File: config.mk
export PLATFORM = sky130hd
export DESIGN_NAME = ep_dbuf_ctrl
export DESIGN_NICKNAME = d
export VERILOG_FILES = /design/src/rtl/ep_dbuf_pkg.sv /design/src/rtl/ep_dbuf_view.sv /design/src/rtl/ep_dbuf_resp.sv /design/src/rtl/ep_dbuf_ctrl.sv
export SDC_FILE = /design/constraint.sdc
export NUM_CORES = 1
export LEC_CHECK = 0
export ABC_AREA = 0
export BUFFER_PORTS_ARGS = -buffer_cell sky130_fd_sc_hd__buf_2
export CAP_MARGIN = 10
export CORE_ASPECT_RATIO = 1.2
export CORE_MARGIN = 2
export CORE_UTILIZATION = 46
export CTS_BUF_LIST = sky130_fd_sc_hd__clkbuf_16
export CTS_CLUSTER_DIAMETER = 80
export DETAILED_ROUTE_END_ITERATION = 7
export PLACE_DENSITY = 0.86
export RECOVER_POWER = 25
export SLEW_MARGIN = 20
export SYNTH_ARGS = -nofsm -noshare
export SYNTH_HDL_FRONTEND = slang
export SYNTH_SLANG_ARGS = --single-unit
File: constraint.sdc
create_clock -name clk -period 4 [get_ports clk]
set_input_delay 0.8 -clock clk [delete_from_list [all_inputs] [get_ports clk]]
set_output_delay 0.8 -clock clk [all_outputs]
set_load 0.05 [all_outputs]
File: src/rtl/ep_dbuf_pkg.sv
package ep_dbuf_pkg;
    localparam int WORD_W     = 32;
    localparam int NBUF       = 2;
    localparam int HALF_W     = WORD_W / NBUF;
    localparam int LEN_W      = 10;
    localparam int POS_AVAIL  = 10;
    localparam int POS_STALL  = 11;
    localparam int POS_SELRST = 12;
    localparam int POS_PID    = 13;
    localparam int POS_LAST   = 14;
    localparam int POS_FULL   = 15;
    localparam int POS_OFSCODE = 27;
    localparam int OFSCODE_W  = 2;
    localparam int BASE_OFS   = 64;
    localparam int ISO_OFS    = 128;
    localparam int OFF_W      = $clog2(ISO_OFS << ((1 << OFSCODE_W) - 1)) + 1;

    typedef struct packed {
        logic [WORD_W-1:0] word;
        logic              sel;
    } ctl_state_t;

    typedef struct packed {
        logic [LEN_W-1:0] len;
        logic             avail;
        logic             pid;
        logic             last;
        logic             full;
    } buf_view_t;

    // Engine update of the fields owned by buffer b.
    function automatic logic [WORD_W-1:0] apply_done(
        input logic [WORD_W-1:0] w_in,
        input logic              b,
        input logic              dir_in,
        input logic [LEN_W-1:0]  rx_len
    );
        logic [WORD_W-1:0] w;
        int unsigned       base;
        w    = w_in;
        base = b ? HALF_W : 0;
        w[base + POS_AVAIL] = 1'b0;
        if (!dir_in) begin
            w[base +: LEN_W]   = rx_len;
            w[base + POS_FULL] = 1'b1;
        end
        return w;
    endfunction
endpackage

File: src/rtl/ep_dbuf_view.sv
module ep_dbuf_view
    import ep_dbuf_pkg::*;
(
    input  logic [WORD_W-1:0]           word,
    output buf_view_t [NBUF-1:0]        views
);
    for (genvar b = 0; b < NBUF; b++) begin : g_buf
        localparam int BASE = b * HALF_W;
        assign views[b].len   = word[BASE +: LEN_W];
        assign views[b].avail = word[BASE + POS_AVAIL];
        assign views[b].pid   = word[BASE + POS_PID];
        assign views[b].last  = word[BASE + POS_LAST];
        assign views[b].full  = word[BASE + POS_FULL];
    end
endmodule

File: src/rtl/ep_dbuf_resp.sv
module ep_dbuf_resp
    import ep_dbuf_pkg::*;
(
    input  logic                  req,
    input  logic                  sel,
    input  logic                  stall_bit,
    input  logic                  iso,
    input  logic [OFSCODE_W-1:0]  ofs_code,
    input  buf_view_t [NBUF-1:0]  views,
    output logic                  cur_avail,
    output logic                  ack,
    output logic                  nak,
    output logic                  stall,
    output logic [LEN_W-1:0]      len,
    output logic                  pid,
    output logic                  last,
    output logic [OFF_W-1:0]      offset
);
    buf_view_t cur;

    always_comb begin
        cur       = views[sel];
        cur_avail = cur.avail;
        len       = cur.len;
        pid       = cur.pid;
        last      = cur.last;
        stall     = req && stall_bit;
        ack       = req && !stall_bit && cur.avail;
        nak       = req && !stall_bit && !cur.avail;
        if (!sel) begin
            offset = '0;
        end else if (iso) begin
            offset = OFF_W'(ISO_OFS) << ofs_code;
        end else begin
            offset = OFF_W'(BASE_OFS);
        end
    end
endmodule

File: src/rtl/ep_dbuf_ctrl.sv
module ep_dbuf_ctrl
    import ep_dbuf_pkg::*;
(
    input  logic                 clk,
    input  logic                 rst_n,
    input  logic                 cfg_double,
    input  logic                 cfg_iso,
    input  logic                 cfg_dir_in,
    input  logic                 sw_we,
    input  logic [WORD_W-1:0]    sw_wdata,
    output logic [WORD_W-1:0]    sw_rdata,
    input  logic                 eng_req,
    input  logic                 eng_done,
    input  logic [LEN_W-1:0]     eng_rx_len,
    output logic                 eng_ack,
    output logic                 eng_nak,
    output logic                 eng_stall,
    output logic                 eng_sel,
    output logic [LEN_W-1:0]     eng_len,
    output logic                 eng_pid,
    output logic                 eng_last,
    output logic [OFF_W-1:0]     eng_offset
);
    ctl_state_t           st_d, st_q;
    buf_view_t [NBUF-1:0] views;
    logic                 cur_avail;
    logic                 accept;

    ep_dbuf_view u_view (
        .word  (st_q.word),
        .views (views)
    );

    ep_dbuf_resp u_resp (
        .req       (eng_req),
        .sel       (st_q.sel),
        .stall_bit (st_q.word[POS_STALL]),
        .iso       (cfg_iso),
        .ofs_code  (st_q.word[POS_OFSCODE +: OFSCODE_W]),
        .views     (views),
        .cur_avail (cur_avail),
        .ack       (eng_ack),
        .nak       (eng_nak),
        .stall     (eng_stall),
        .len       (eng_len),
        .pid       (eng_pid),
        .last      (eng_last),
        .offset    (eng_offset)
    );

    always_comb begin
        st_d   = st_q;
        accept = eng_done && cur_avail && !st_q.word[POS_STALL];
        if (sw_we) begin
            st_d.word             = sw_wdata;
            st_d.word[POS_SELRST] = 1'b0;
        end
        if (accept) begin
            st_d.word = apply_done(st_d.word, st_q.sel, cfg_dir_in, eng_rx_len);
            st_d.sel  = cfg_double ? ~st_q.sel : 1'b0;
        end
        if (sw_we && sw_wdata[POS_SELRST]) begin
            st_d.sel = 1'b0;
        end
    end

    always_ff @(posedge clk or negedge rst_n) begin
        if (!rst_n) begin
            st_q <= '0;
        end else begin
            st_q <= st_d;
        end
    end

    assign sw_rdata = st_q.word;
    assign eng_sel  = st_q.sel;
endmodule

Yosys cells after proc, flatten, opt, wreduce, memory -nomap -nowiden
Cells that the tools add are included.

cells by class
  reduce and logical (&&, ||, !) cells = 12
  add/subtract/negate cells = 3
  $lt $le $gt $ge = 5
  bitwise gates (word level) = 4
  mux-type cells = 15
  shift operators = 3

operator list
  kind                      count
  $mux 32                   2
  $neg 5->34                1
  $shift 10x34->32 const A  1
  $shiftx 10x34->32         1
  $mux 33                   1
  $and 32x32->32            1
  $bwmux 32                 1
  $not 32->32               1
  $or 32x32->32             1
  $mux 14                   2
  $mux 11                   2
  $add 5x4->6 const B       2
  $ge 6x1->1 const B        2
  $lt 6x6->1 const B        2
  $shl 8x2->11 const A      1
  $demux 1 s5               2
  $logic_and 1x1->1         9
  $mux 5                    1
  $mux 1                    4
  $logic_not 1->1           2
  $lt 1x2->1 const B        1
  $reduce_bool 2->1         1
  $not 1->1                 1

storage, ports and cells
  bits in registers = 33
  input port bits = 50

Depth between registers and ports, before layout
  depth after elaboration = 13
  depth in mapped cells = 5

Hierarchy
From an unflattened synthesis, not the netlist that was laid out.

second synthesis, totals
  cells, all modules = 164
  area total of the unflattened synthesis = 2026.9 um2

modules (own cells, without submodules)
  module        instances  area an instance (um2)  seq. area each (um2)  cells an instance
  ep_dbuf_ctrl  1          1535.2                  825.8                 103
  ep_dbuf_resp  1          281.5                   0.0                   33
  ep_dbuf_view  1          210.2                   0.0                   28

Worst setup path after synthesis
OpenSTA, ideal clock, no wires.

  kind = register to output
  from = reg st_q, in the netlist eng_sel
  to = out eng_offset[7]
  data arrival time = 2.144 ns
  cell stages (with the launch flop) = 5
  setup slack = 1.056 ns
  path through = dfrtp_1 buf_6 buf_2 nand2_1 nor3_1

between the ends
  cells in the longest elaborated chain, start to end = 1

RTL lines
  what                      line                RTL
  start: declaration        ep_dbuf_ctrl.sv:24  ctl_state_t st_d, st_q;
  start signal: assignment  ep_dbuf_ctrl.sv:71  st_q <= st_d;
  $mux 11                   ep_dbuf_resp.sv:30  if (!sel) begin
  end: declaration          ep_dbuf_ctrl.sv:22  output logic [OFF_W-1:0] eng_offset

No other way between the ends.

Worst setup path in the final report
  from = reg st_q, in the netlist eng_sel
  to = out eng_nak

between the ends
  cells in the longest elaborated chain, start to end = 4

RTL lines
  what                                         line                RTL
  $mux 14 (not written as such) (2 in series)  ep_dbuf_resp.sv:22  cur = views[sel];
  $logic_not 1->1                              ep_dbuf_resp.sv:29  nak = req && !stall_bit && !cur.avail;
  $logic_and 1x1->1                            ep_dbuf_resp.sv:29
  end: declaration                             ep_dbuf_ctrl.sv:16  output logic eng_nak,

No other way between the ends. The select of a mux whose other input is x is not followed.

==> results.yml <==
route:
  drt_iter0_drc: 46
  ant_nets: 0
  via_count: 1532
  wl_per_cell_um: 14.8
  dr.pass1.iters: 3
  routed_wl_um: 4480
  vias_per_cell: 5.06
  drc_errors: 0
global_route:
  antenna_found_initial: 0
  use_met3_pct: 5.35
  first_global_vias: 1606
  groute.usage.overall_pct: 20.6
  grt_use_met1_pct: 21.2
  grt_max_degree: 37
  grt_overflow_total: 0
  grt_busiest_layer: "met2"
  grt_pass1_wl_um: 6870
  grt_use_met2_pct: 37.8
logic_synthesis:
  synth_top_cell_by_area: "dfrtp_1"
  synth_area_per_cell_um2: 11.7
  ys_top_cells_by_area: "dfrtp_1, mux2_2, mux2i_1"
  synth-edff-count: 0
  muxShareOfSynthArea_pct: 30.4
  synth_flop_cell: "dfrtp_1"
  synth_top_family_by_area: "multiplexers"
  netlist.area_leader.share_pct: 45.9
  syn_area_um2: 1800
  synth-compound-area-share_pct: 5.35
  yosys.area_share.simple_pct: 10.3
  synth_fa_ha_area_share_pct: 0
  ys_seq_elements: 33
  synthXorXnorAreaFrac_pct: 0
  ys_warn_count: 0
  async_flop_share_pct: 100
  postSynthCellCount: 154
  synth_cell_types: 26
  synth_seq_area_share_pct: 45.9
placement:
  place.detailed.hpwl_um: 3340
  dp.cells: 295
  port_buffers: 102
  place_congestion: 0.749
finish:
  layout-drive-gt1-share_pct: 59.0
  fin_nets: 300
  areaGrowthSynthToFinish_pct: 33.4
  finalNonFillerCells: 303
  num_antenna_cells: 0
power_and_ir_drop:
  leakagePower_nw: 1.20
  ir_drop_v: 0.000303
  p_per_area_nw_per_um2: 517
setup_path:
  worstPathArrival_ps: 1860
  end_kind: "output pin"
  worstPathMaxFanout: 19
  critical_path_required_ps: 3200
  worst-setup-path-type: "register to output pin"
  worst_setup_path_start_kind: "register"
floorplanning:
  row_count: 24
  die-height_um: 72.5
  die-area_um2: 4430
  io_pins: 109
  coreArea_um2: 3690
  die_w_um: 61.1
  initial_core_util_pct: 48.7
sta:
  grt_setup_unrepaired: "false"
  hold_viol: 0
  maxSlewHeadroom_pct: -16.1
  fin_tns_setup_ps: 0
  layout_min_cycle_time_ps: 2660
  max_freq_mhz: 375
  fin_skew_ps: 3.43
  setup_viol: 0
  final.period_utilization_pct: 66.6
  drv_slew: 34
  worst_slew_pin_slew_ps: 1740
clocking:
  clockBufferDepth: 2
  cts_tree: "yes"
  post-cts-setup-buffers: 0
  hold_buffers: 0
  cts_resized: 0
  htreeDepth: 2
  clock_sinks: 33
  cts_root_buf: "clkbuf_16"
  clock_latency_ps: 270
  numCtsBuffers: 5
  clk_pin_slew_ps: 50
min_path:
  hp-class: "register to register"
job:
  maxCapViolations: 1
status:
  status: "complete, but fails checks"
  violations: "max-capacitance violations, max-slew violations"
[stage by stage]
stage                     total power (W)  worst slack [ps]  utilization (%)  area, um^2  hold slack [ps]
final                             0.00124              1340             65.0        2400              498
after global routing              0.00129              1220             65.0        2400              522
after CTS                         0.00125              1330             65.0        2400              502
after detailed placement         0.000901              1470             61.3        2260              483
after global placement           0.000891              1540             61.3        2260              479
after floorplan                  0.000794              1060                -        1820              504
[report_power, final]
group          leakage (nW)  switching (W)  internal (W)
Clock                0.0687       0.000124      0.000224
Sequential            0.388      0.0000379      0.000374
Combinational         0.740       0.000349      0.000132
Total                  1.20       0.000511      0.000731
[kinds of logic after synthesis]
kind of cell           Yosys count
and+or+nand+nor                 32
AOI/OAI and AO/OA               17
DFF                             33
other                            1
muxes                           50
buffers and inverters           21
[cell usage in the layout, fill, tap and decap left out, drive strengths merged]
cell / n
buf: 101
mux2: 38
dfrtp: 33
mux2i: 12
a21oi: 12
nor4: 10
nand2: 6
conb: 6
clkbuf: 6
nor2: 5
inv: 3
nor2b: 3
nor3: 3
clkinv: 3
nand2b: 2
or3: 1
o22ai: 1
nand3: 1
and2: 1
a211o: 1
a41oi: 1
a211oi: 1
o21ai: 1
[cell type report]
| class | count | area (um^2) |
|---|---|---|
| timing repair buffer | 102 | 509 |
| sequential | 33 | 826 |
| fill | 331 | 1290 |
| clock buffer | 5 | 125 |
| tap | 52 | 65.1 |
| inverter | 3 | 11.3 |
| clock inverter | 3 | 12.5 |
| multi-input combinational | 105 | 852 |
[path summary, 6_finish.rpt]
path	start	endpoint	slack (ps)	depth (start not counted)
hold reg to reg	sw_rdata[12]	sw_rdata[12]	500	1
max in group asynchronous	rst_n	sw_rdata[1]	2010	1
hold / removal	sw_rdata[12]	sw_rdata[12]	500	1
setup reg to reg	eng_sel	sw_rdata[25]	1660	3
setup / recovery	eng_sel	eng_nak	1340	4
min in group asynchronous	rst_n	sw_rdata[12]	990	1
[cell usage after synthesis, types with 2 or more instances]
master	n
inv_1	3
buf_2	2
clkbuf_1	3
mux2i_1	12
nor4_1	10
nor3_1	2
a21oi_1	12
buf_6	3
buf_4	10
nor2_1	5
nor2b_1	3
mux2_2	38
nand2_1	6
dfrtp_1	33
[worst max-delay path: stages (launching register included)]
cell and delay (ps):
dfrtp_1 820, nand2b_4 360, nand2_1 70, nor2_1 80, buf_2 260
[layer usage]
| metal | vias to the layer above | wire, um |
|---|---|---|
| li1 | 732 | - |
| met1 | 730 | 1700 |
| met4 | 0 | 91 |
| met2 | 62 | 2420 |
| met3 | 8 | 263 |
| met5 | - | 0 |
Note: power is estimated with default switching activity, not from simulation.
